<file path="config.mk">
export PLATFORM = sky130hd
export DESIGN_NAME = fsx_unit
export DESIGN_NICKNAME = d
export VERILOG_FILES = /design/src/rtl/fsx_pkg.sv /design/src/rtl/fsx_field_merge.sv /design/src/rtl/fsx_summary.sv /design/src/rtl/fsx_cond_out.sv /design/src/rtl/fsx_unit.sv
export SDC_FILE = /design/constraint.sdc
export NUM_CORES = 1
export LEC_CHECK = 0
export BUFFER_PORTS_ARGS = -buffer_cell sky130_fd_sc_hd__buf_4
export CAP_MARGIN = 20
export CORE_MARGIN = 2
export CORE_UTILIZATION = 40
export DETAILED_ROUTE_END_ITERATION = 12
export PLACE_DENSITY = 0.82
export SLEW_MARGIN = 20
export SYNTH_ARGS = -nofsm -noshare
export SYNTH_HDL_FRONTEND = slang
export SYNTH_SLANG_ARGS = --single-unit
</file>
<file path="constraint.sdc">
create_clock -name clk -period 1.7 [get_ports clk]
set_input_delay 0 -clock clk [delete_from_list [all_inputs] [get_ports clk]]
set_output_delay 0 -clock clk [all_outputs]
set_load 0.02 [all_outputs]
</file>
<file path="src/rtl/fsx_pkg.sv">
package fsx_pkg;
  localparam int STAT_W  = 32;
  localparam int FIELD_W = 4;
  localparam int NUM_FLD = STAT_W / FIELD_W;

  // big-endian status bit k lives at vector index STAT_W-1-k
  localparam int IX_FX  = STAT_W - 1 - 0;
  localparam int IX_FEX = STAT_W - 1 - 1;
  localparam int IX_VX  = STAT_W - 1 - 2;
  localparam int IX_OX  = STAT_W - 1 - 3;
  localparam int IX_UX  = STAT_W - 1 - 4;
  localparam int IX_ZX  = STAT_W - 1 - 5;
  localparam int IX_XX  = STAT_W - 1 - 6;
  localparam int IX_VE  = STAT_W - 1 - 24;
  localparam int IX_OE  = STAT_W - 1 - 25;
  localparam int IX_UE  = STAT_W - 1 - 26;
  localparam int IX_ZE  = STAT_W - 1 - 27;
  localparam int IX_XE  = STAT_W - 1 - 28;

  function automatic logic [STAT_W-1:0] be_range(int lo, int hi);
    logic [STAT_W-1:0] m;
    m = '0;
    for (int k = lo; k <= hi; k++) m[STAT_W-1-k] = 1'b1;
    return m;
  endfunction

  // invalid-operation sub-bits: status bits 7..12 and 21..23
  localparam logic [STAT_W-1:0] VX_SRC_MASK = be_range(7, 12) | be_range(21, 23);

  localparam logic [STAT_W-1:0] SUMMARY_MASK =
    (STAT_W'(1) << IX_FEX) | (STAT_W'(1) << IX_VX);
endpackage

</file>
<file path="src/rtl/fsx_field_merge.sv">
module fsx_field_merge #(
  parameter int NUM_FIELDS = 8,
  parameter int FIELD_W    = 4,
  localparam int WORD_W    = NUM_FIELDS * FIELD_W
) (
  input  logic [WORD_W-1:0]     cur_i,
  input  logic [WORD_W-1:0]     wr_i,
  input  logic [NUM_FIELDS-1:0] mask_i,
  output logic [WORD_W-1:0]     merged_o
);
  for (genvar f = 0; f < NUM_FIELDS; f++) begin : g_fld
    localparam int HI = WORD_W - 1 - f * FIELD_W;
    assign merged_o[HI -: FIELD_W] =
      mask_i[NUM_FIELDS-1-f] ? wr_i[HI -: FIELD_W] : cur_i[HI -: FIELD_W];
  end
endmodule

</file>
<file path="src/rtl/fsx_summary.sv">
module fsx_summary
  import fsx_pkg::*;
(
  input  logic [STAT_W-1:0] stat_i,
  output logic              vx_o,
  output logic              fex_o
);
  localparam logic [STAT_W-1:0] FEX_USED =
    (STAT_W'(1) << IX_OX) | (STAT_W'(1) << IX_UX) | (STAT_W'(1) << IX_ZX) |
    (STAT_W'(1) << IX_XX) | (STAT_W'(1) << IX_VE) | (STAT_W'(1) << IX_OE) |
    (STAT_W'(1) << IX_UE) | (STAT_W'(1) << IX_ZE) | (STAT_W'(1) << IX_XE);

  logic unused_bits;
  assign unused_bits = ^(stat_i & ~(FEX_USED | VX_SRC_MASK));

  always_comb begin
    vx_o  = |(stat_i & VX_SRC_MASK);
    fex_o = (vx_o          & stat_i[IX_VE]) |
            (stat_i[IX_OX] & stat_i[IX_OE]) |
            (stat_i[IX_UX] & stat_i[IX_UE]) |
            (stat_i[IX_ZX] & stat_i[IX_ZE]) |
            (stat_i[IX_XX] & stat_i[IX_XE]);
  end
endmodule

</file>
<file path="src/rtl/fsx_cond_out.sv">
module fsx_cond_out #(
  parameter int FIELD_W = 4
) (
  input  logic               clk,
  input  logic               rst_n,
  input  logic               rec_en_i,
  input  logic [FIELD_W-1:0] top_i,
  output logic [FIELD_W-1:0] cond_o,
  output logic               cond_vld_o
);
  logic [FIELD_W-1:0] cond_q;
  logic               vld_q;

  always_ff @(posedge clk or negedge rst_n) begin
    if (!rst_n)        cond_q <= '0;
    else if (rec_en_i) cond_q <= top_i;
  end

  always_ff @(posedge clk or negedge rst_n) begin
    if (!rst_n) vld_q <= 1'b0;
    else        vld_q <= rec_en_i;
  end

  assign cond_o     = cond_q;
  assign cond_vld_o = vld_q;
endmodule

</file>
<file path="src/rtl/fsx_unit.sv">
module fsx_unit
  import fsx_pkg::*;
#(
  parameter int SRC_W = 64
) (
  input  logic                       clk,
  input  logic                       rst_n,
  input  logic                       upd_vld,
  input  logic [NUM_FLD-1:0]         upd_mask,
  input  logic [SRC_W-1:0]           upd_src,
  input  logic                       upd_rec,
  output logic [STAT_W-1:0]          stat_o,
  output logic [FIELD_W-1:0]         cond_o,
  output logic                       cond_vld_o
);
  logic [STAT_W-1:0] stat_q;
  logic [STAT_W-1:0] merged;
  logic [STAT_W-1:0] stat_nxt;
  logic              vx_new;
  logic              fex_new;
  logic              unused_hi;

  assign unused_hi = ^upd_src[SRC_W-1:STAT_W];

  fsx_field_merge #(.NUM_FIELDS(NUM_FLD), .FIELD_W(FIELD_W)) u_merge (
    .cur_i    (stat_q),
    .wr_i     (upd_src[STAT_W-1:0]),
    .mask_i   (upd_mask),
    .merged_o (merged)
  );

  fsx_summary u_sum (
    .stat_i (merged),
    .vx_o   (vx_new),
    .fex_o  (fex_new)
  );

  always_comb begin
    stat_nxt         = merged;
    stat_nxt[IX_VX]  = vx_new;
    stat_nxt[IX_FEX] = fex_new;
  end

  always_ff @(posedge clk or negedge rst_n) begin
    if (!rst_n)       stat_q <= '0;
    else if (upd_vld) stat_q <= stat_nxt;
  end

  fsx_cond_out #(.FIELD_W(FIELD_W)) u_cond (
    .clk        (clk),
    .rst_n      (rst_n),
    .rec_en_i   (upd_vld & upd_rec),
    .top_i      (stat_nxt[STAT_W-1 -: FIELD_W]),
    .cond_o     (cond_o),
    .cond_vld_o (cond_vld_o)
  );

  assign stat_o = stat_q;
endmodule

</file>
### After elaboration in Yosys (flattened, before gate mapping)

Cells that the tools add are included.

| word-level totals | value |
|---|---|
| flip-flop bits (word level) | 37 |
| latch bits | 0 |
| bits in writable memories | 0 |
| memory bits (read-only) | 0 |
| input port bits | 76 |
| output and inout port bits | 37 |
| word-level logic and storage cells | 29 |
| memories kept | 0 |

| cells by class | value |
|---|---|
| $add $sub $neg | 0 |
| multipliers | 0 |
| div/mod/pow operators | 0 |
| $lt $le $gt $ge | 0 |
| eq/ne operators | 0 |
| shift operators | 0 |
| muxes and demuxes | 7 |
| bitwise logic cells | 10 |
| reductions and logical operators | 5 |

Operators with widths:

| cell | count |
|---|---|
| 2-to-1 mux 4 bit | 6 |
| OR reduction 9 bit | 1 |
| AND reduction 2 bit | 4 |
| AND 1 bit | 6 |
| OR 1 bit | 4 |
| 2-to-1 mux 3 bit | 1 |

### Logic depth before layout (Yosys ltp)

Gate-level depths: netlist of the first run.

| logic depth | value |
|---|---|
| depth in word-level cells | 7 |
| depth in mapped cells | 5 |
| gate-level depth less buffers | 4 |

### By module

Synthesis of the first run repeated with hierarchy kept, for this count alone.

| unflattened totals | value |
|---|---|
| cells, all modules | 118 |
| area, all modules | 1,924.3 um^2 |

Modules (own cells, without submodules):

| module | instances | cells each | area an instance (um^2) | seq. area each (um^2) |
|---|---|---|---|---|
| fsx_unit | 1 | 69 | 1,347.5 | 800.8 |
| fsx_field_merge | 1 | 32 | 360.3 | 0.0 |
| fsx_cond_out | 1 | 9 | 170.2 | 125.1 |
| fsx_summary | 1 | 8 | 46.3 | 0.0 |

### Worst setup path after synthesis of the first run

OpenSTA, ideal clock, no wires.

| path | value |
|---|---|
| path type | register to register |
| start point | register stat_q[9] (netlist: stat_o[9]) |
| end point | register stat_q[30] (netlist: stat_o[30]) |
| library setup time | 137 ps |
| data arrival time | 1,161 ps |
| data required time | 1,563 ps |
| path slack | 402 ps |
| cell stages (with the launch flop) | 5 |
| buffers on the path | 0 |
| period minus slack after synthesis | 1,298 ps |
| path through | dfrtp_1 nor3_1 a21oi_1 o41ai_2 a31oi_1 |

| on the way | value |
|---|---|
| longest elaborated chain between the ends | 7 |

Ends and longest elaborated chain:

| item | RTL line | text |
|---|---|---|
| start: declaration | fsx_unit.sv:16 | `logic [STAT_W-1:0] stat_q;` |
| start signal: assignment | fsx_unit.sv:46 | `else if (upd_vld) stat_q <= stat_nxt;` |
| 2-to-1 mux 3 bit | fsx_field_merge.sv:14 | `mask_i[NUM_FIELDS-1-f] ? wr_i[HI -: FIELD_W] : cur_i[HI -: FIELD_W];` |
| OR reduction 9 bit | fsx_summary.sv:17 | `vx_o = \|(stat_i & VX_SRC_MASK);` |
| AND 1 bit | fsx_summary.sv:18 | `fex_o = (vx_o & stat_i[IX_VE]) \|` |
| OR 1 bit | fsx_summary.sv:18 |  |
| OR 1 bit | fsx_summary.sv:19 | `(stat_i[IX_OX] & stat_i[IX_OE]) \|` |
| OR 1 bit | fsx_summary.sv:20 | `(stat_i[IX_UX] & stat_i[IX_UE]) \|` |
| OR 1 bit | fsx_summary.sv:21 | `(stat_i[IX_ZX] & stat_i[IX_ZE]) \|` |

No other way between the ends.
A chain may end at the register's enable or synchronous reset.

### Worst setup path after layout of the first run

Same ends and word-level chain as after synthesis.

==> results of run 1 <==
-- synthesized netlist by cell type --
cell type  number  area share (%)
o22ai_1         2            0.78
nand2_1        12             2.8
a31oi_1         2            0.78
a21oi_1         5             1.6
nor3_1          2            0.63
nor3_2          1            0.63
buf_4           1            0.47
buf_6           1            0.70
nor4_1          1            0.39
mux2i_1        13             8.1
dfrtp_1        37              58
nor2_1          8             1.9
inv_1           2            0.47
buf_2           1            0.31
nand3_1         1            0.31
mux2_2         29              20
o41ai_2         1             1.0
o21ai_0         3            0.94
-- registers in the layout (all words and copies together) (netlist names) --
register           cells
stat_o                32
u_cond.cond_o          4
u_cond.cond_vld_o      1
-- worst reg2reg max path: stages, from the launching register on --
cell and delay, ns:
dfrtp_1 0.40, nor3_1 0.18, a21oi_1 0.09, o41ai_2 0.37, a31oi_1 0.14
-- through the flow --
stage | utilization (%) | power [W]
3_5_place_dp | 59.4 | 0.00179
4_1_cts | 69.8 | 0.00247
6_report | 69.8 | 0.00246
3_3_place_gp | 59.4 | 0.00177
5_1_grt | 69.8 | 0.00257
2_1_floorplan | - | 0.00144
-- repair_timing --
item	4_1_cts	5_1_grt
setup buffers	0	0
resized for setup	0	0
hold endpoints to repair	66	0
hold buffers	30	0
-- power breakdown --
group | leakage (nW) | internal (W) | switching [W]
clock network | 0.0433 | 0.000320 | 0.000304
logic | 0.776 | 0.000385 | 0.000358
registers | 0.429 | 0.00100 | 0.0000862
total | 1.25 | 0.00171 | 0.000749
-- worst min path at each step --
stage                                  end  depth (start not counted)  slack, ns
finish              stat_o[29]$_DFFE_PN0P_                          2       0.04
floorplan            stat_o[0]$_DFFE_PN0P_                          0      -0.30
global route        stat_o[29]$_DFFE_PN0P_                          2       0.04
CTS                 stat_o[29]$_DFFE_PN0P_                          2       0.02
global placement    stat_o[16]$_DFFE_PN0P_                          1      -0.01
detailed placement  stat_o[16]$_DFFE_PN0P_                          1     -0.009
-- cell type report --
type / instances / area (um2) / area share [%]
clock buffer: 6 / 82.6 / 3.16
clock inverter: 1 / 7.51 / 0.287
inverter: 2 / 7.51 / 0.287
multi-input combinational: 80 / 644 / 24.7
sequential: 37 / 926 / 35.4
tap: 48 / 60.1 / 2.30
timing repair buffer: 108 / 886 / 33.9
-- kinds of logic after synthesis --
logic type,count (synthesis),synth area share (%)
compound gates,13,5.08
mux,42,28.5
simple gates,25,6.64
flops,37,57.8
buf+inv,5,1.95
-- layer usage --
metal	share of wire, %	wire (um)	up-vias
li1	-	-	658
met1	38	1620	645
met2	52	2190	60
met3	7.7	325	8
met4	2.3	97	0
met5	0	0	-
==> flow_summary.yaml, run 1 <==
run_status:
  status: "completed"
setup_path:
  crit_fanout: 3
  critPathLaunchType: "register"
  worstReg2RegEnd: "stat_o[30]$_DFFE_PN0P_"
  crit_path_end_kind: "register"
  crit_start: "stat_o[9]$_DFFE_PN0P_"
  r2r_cells: 4
  cp_cell_sequence: "nor3_1 > a21oi_1 > o41ai_2 > a31oi_1"
  crit_family: "compound AO/OA/AOI/OAI gates"
  r2r_slack_ns: 0.38
  crit_end: "stat_o[30]$_DFFE_PN0P_"
  criticalPathCategory: "register to register"
  worst_path_max_delay_cell: "dfrtp_1"
  required_ns: 1.85
  cpPeakStageDelay_ns: 0.40
  regToRegStartpoint: "stat_o[9]$_DFFE_PN0P_"
  cp_data_arrival_time_ns: 1.47
  cp_num_cells: 4
  crit_buf_inv: 0
yosys:
  yosysWarnings: 0
  yosysSeqAreaShare_pct: 57.8
  netlist_instances: 122
  synth_seq_cells: 37
  syn_area_um2: 1600
  syn_nets: 198
  ys_types: 18
  synth.avg_cell_area_um2: 13.1
global_route:
  grt_busiest_layer: "met2"
  grt_pass1_wl_mm: 6.78
  grt_util_met2_pct: 36.3
  grt_use_total_pct: 20.8
  antenna_found_initial: 0
  grt_pass1_vias: 1488
  overflow: 0
  globalRouteMet1Util_pct: 21.3
  grtUsageMet3_pct: 9.17
  grt_max_degree: 38
power:
  power_leakage_nw: 1.25
  p_per_area_nw_per_um2: 941
  ir_worst_vdd_v: 0.000749
hold_path:
  hold_start: "upd_vld"
  holdCritPathClass: "primary input to register"
layout:
  fin_nets: 310
  fillCellCount: 276
  antenna_cells: 0
  drive_gt1_share_pct: 49.6
  final_cells: 282
  syn_to_final_growth_pct: 63.2
  final_common_cell: "buf_4"
  postLayoutCellArea_um2: 2610
  final_cell_mix: "buf_4 (78), dfrtp_1 (37), dlygate4sd3_1 (30)"
clocking:
  cts_tree: "built"
  clockBufferDepth: 2
  clkTransAtPathRegs_ns: 0.07
  h-tree-depth: 2
  cts_root_buf: "clkbuf_8"
  clk_latency_ns: 0.29
  numCtsBuffers: 5
  cts.sinks: 37
sta:
  fmax_mhz: 757
  worst_pin_slew_ns: 0.459
  rsz0062_at_grt: "no"
  hold_viol: 0
  final.setup.tns_ns: 0
  fin_crit_ns: 1.32
  setup_ws_ns: 0.380
  slew_headroom_pct: 69.4
  setup_viol: 0
  drv_slew: 0
  final.period_utilization_pct: 77.7
  worst_hold_slack_ns: 0.0383
  fin_skew_ns: 0.00996
floorplan:
  die_w_um: 67.3
  rows: 22
  die_area_um2: 4530
  chipHeight_um: 67.3
  io_pins: 113
  coreArea_um2: 3740
  initial_core_util_pct: 42.8
drt:
  postRouteAntennaNets: 0
  drcViolationCount: 0
  drt-initial-drc-count: 26
  dr.pass1.iters: 4
  wl_mm: 4.24
  wl_per_cell_um: 15.0
  num_vias: 1371
  viasPerCell: 4.86
placement:
  dp_cells: 245
  port_buffers: 78
  post-dp-hpwl_mm: 2.77
  post-place-ws_ns: 0.384
  placed_cell_area_um2: 2220
  gp_routability_congestion: 0.780
run:
  max_cap_violations: 0
Note: power is estimated with default switching activity, not from simulation.
==> inputs of run 2 (changes only) <==
--- a/config.mk
+++ b/config.mk
@@ -8,9 +8,9 @@
 export BUFFER_PORTS_ARGS = -buffer_cell sky130_fd_sc_hd__buf_4
 export CAP_MARGIN = 20
 export CORE_MARGIN = 2
-export CORE_UTILIZATION = 40
+export CORE_UTILIZATION = 36
 export DETAILED_ROUTE_END_ITERATION = 12
-export PLACE_DENSITY = 0.82
+export PLACE_DENSITY = 0.79
 export SLEW_MARGIN = 20
 export SYNTH_ARGS = -nofsm -noshare
 export SYNTH_HDL_FRONTEND = slang
==> constraint.sdc (replaced) <==
create_clock -name clk -period 1.05 [get_ports clk]
set_input_delay 0 -clock clk [delete_from_list [all_inputs] [get_ports clk]]
set_output_delay 0 -clock clk [all_outputs]
set_load 0.02 [all_outputs]
==> flow_summary.yaml, run 2 (synthesis results as in run 1) <==
setup_path:
  crit_family: "compound AO/OA/AOI/OAI gates"
  regToRegStartpoint: "stat_o[19]$_DFFE_PN0P_"
  cp_num_cells: 4
  criticalPathCategory: "register to register"
  crit_buf_inv: 0
  crit_fanout: 2
  cp_cell_sequence: "mux2i_1 > nand3_1 > o41ai_2 > a31oi_1"
  cpPeakStageDelay_ns: 0.41
  r2r_cells: 4
  worst_path_max_delay_cell: "dfrtp_2"
  required_ns: 1.22
  crit_path_end_kind: "register"
  critPathLaunchType: "register"
  cp_data_arrival_time_ns: 1.47
  crit_start: "stat_o[19]$_DFFE_PN0P_"
hold_path:
  holdCritPathClass: "primary input to register"
  min_path_cells: 2
  hold_start: "upd_vld"
global_route:
  grt_max_degree: 38
  grt_pass1_vias: 1589
  grt_use_total_pct: 18.6
  antenna_found_initial: 0
  overflow: 0
  grt_pass1_wl_mm: 7.19
clocking:
  cts.sinks: 37
  clkTransAtPathRegs_ns: 0.07
  cts_tree: "built"
  cts_root_buf: "clkbuf_8"
  numCtsBuffers: 5
  clockBufferDepth: 2
  clk_latency_ns: 0.30
  h-tree-depth: 2
layout:
  syn_to_final_growth_pct: 72.6
  final_common_cell: "buf_4"
  fillCellCount: 338
  fin_nets: 326
  utilization_pct: 63.9
  antenna_cells: 0
  largest_reg_flops: 32
  final_cell_mix: "buf_4 (92), dfrtp_1 (32), dlygate4sd3_1 (30)"
  drive_gt1_share_pct: 56.2
sta:
  setup_ws_ns: -0.256
  final.setup.tns_ns: -0.846
  final.period_utilization_pct: 124
  worst_pin_slew_ns: 0.471
  fin_skew_ns: 0.00600
  worst_hold_slack_ns: 0.0372
  hold_viol: 0
  fmax_mhz: 765
  rsz0062_at_grt: "yes"
  fin_crit_ns: 1.31
  drv_slew: 0
  slew_headroom_pct: 68.6
  setup_viol: 5
run:
  max_cap_violations: 0
placement:
  post-dp-hpwl_mm: 2.97
  post-place-ws_ns: -0.294
  port_buffers: 78
  gp_routability_congestion: 0.803
floorplan:
  coreArea_um2: 4320
  die_area_um2: 5000
  rows: 24
  chipHeight_um: 70.7
  die_w_um: 70.7
  initial_core_util_pct: 37.0
  io_pins: 113
power:
  power_leakage_nw: 1.33
  seq_power_share_pct: 43.0
  ir_worst_vdd_v: 0.00121
  comb_power_share_pct: 33.3
  clkPwrFrac_pct: 23.7
  p_per_area_nw_per_um2: 1470
  switching_share_pct: 30.6
  p_int_w: 0.00282
  p_switching_w: 0.00125
drt:
  wl_per_cell_um: 14.3
  viasPerCell: 4.68
  dr.pass1.iters: 4
  postRouteAntennaNets: 0
  wl_mm: 4.35
  drcViolationCount: 0
  drt-initial-drc-count: 54
  num_vias: 1419
run_status:
  failed_checks: "negative setup slack"
  status: "finished with violations"
## run 2: final cells by class
cell class                      instances  area [um2]  area share, %
Timing Repair Buffer                  124        1010           36.7
Clock inverter                          2        10.0          0.362
Inverter                                2        7.51          0.272
Multi-Input combinational cell         80         663           24.0
Sequential cell                        37         932           33.7
Tap cell                               52        65.1           2.35
Clock buffer                            6        72.6           2.63
## run 2: metal layers
| layer | global-route usage, % | vias up | part of all wire (%) | wire, um |
|---|---|---|---|---|
| met2 | 32.0 | 56 | 52 | 2240 |
| met3 | 7.69 | 7 | 8.7 | 378 |
| met1 | 20.6 | 671 | 38 | 1660 |
| met4 | 6.92 | 0 | 1.6 | 68 |
| li1 | - | 685 | - | - |
| met5 | 0 | - | 0 | 0 |
## run 2: worst register-to-register path, stage by stage, from the launching register on
cell	delay, ns
dfrtp_2	0.41
mux2i_1	0.13
nand3_1	0.14
o41ai_2	0.38
a31oi_1	0.13
## run 2: timing repair
item	4_1_cts	5_1_grt
setup buffers	1	1
gates resized for setup	5	2
endpoints found under the setup margin	4	4
hold buffers	30	0
pin swaps	5	2
endpoints found under the hold margin	66	0
## run 2: worst paths after layout
kind | end | slack (ns)
setup / recovery | u_cond.cond_o[2]$_DFFE_PN0P_ | -0.26
hold / removal | stat_o[7]$_DFFE_PN0P_ | 0.04
setup reg to reg | u_cond.cond_o[2]$_DFFE_PN0P_ | -0.26
hold reg to reg | u_cond.cond_o[3]$_DFFE_PN0P_ | 0.49
max in group asynchronous | stat_o[10]$_DFFE_PN0P_ | 0.47
min in group asynchronous | stat_o[1]$_DFFE_PN0P_ | 0.22
## run 2: power groups by stage
stage          clock, W  sequential, W  combinational [W]
3_3_place_gp          0        0.00176            0.00122
6_report       0.000963        0.00175            0.00136
2_1_floorplan         0        0.00203           0.000313
4_1_cts        0.000988        0.00175            0.00134
5_1_grt         0.00104        0.00178            0.00146
3_5_place_dp          0        0.00177            0.00124
## run 2: through the flow
| stage | instances | power [W] | instance area [um2] |
|---|---|---|---|
| after floorplan | 122 | 0.00234 | 1610 |
| after global placement | 263 | 0.00298 | 2340 |
| after detailed placement | 263 | 0.00301 | 2340 |
| after CTS | 302 | 0.00408 | 2750 |
| after global routing | 303 | 0.00427 | 2760 |
| final | 303 | 0.00407 | 2760 |
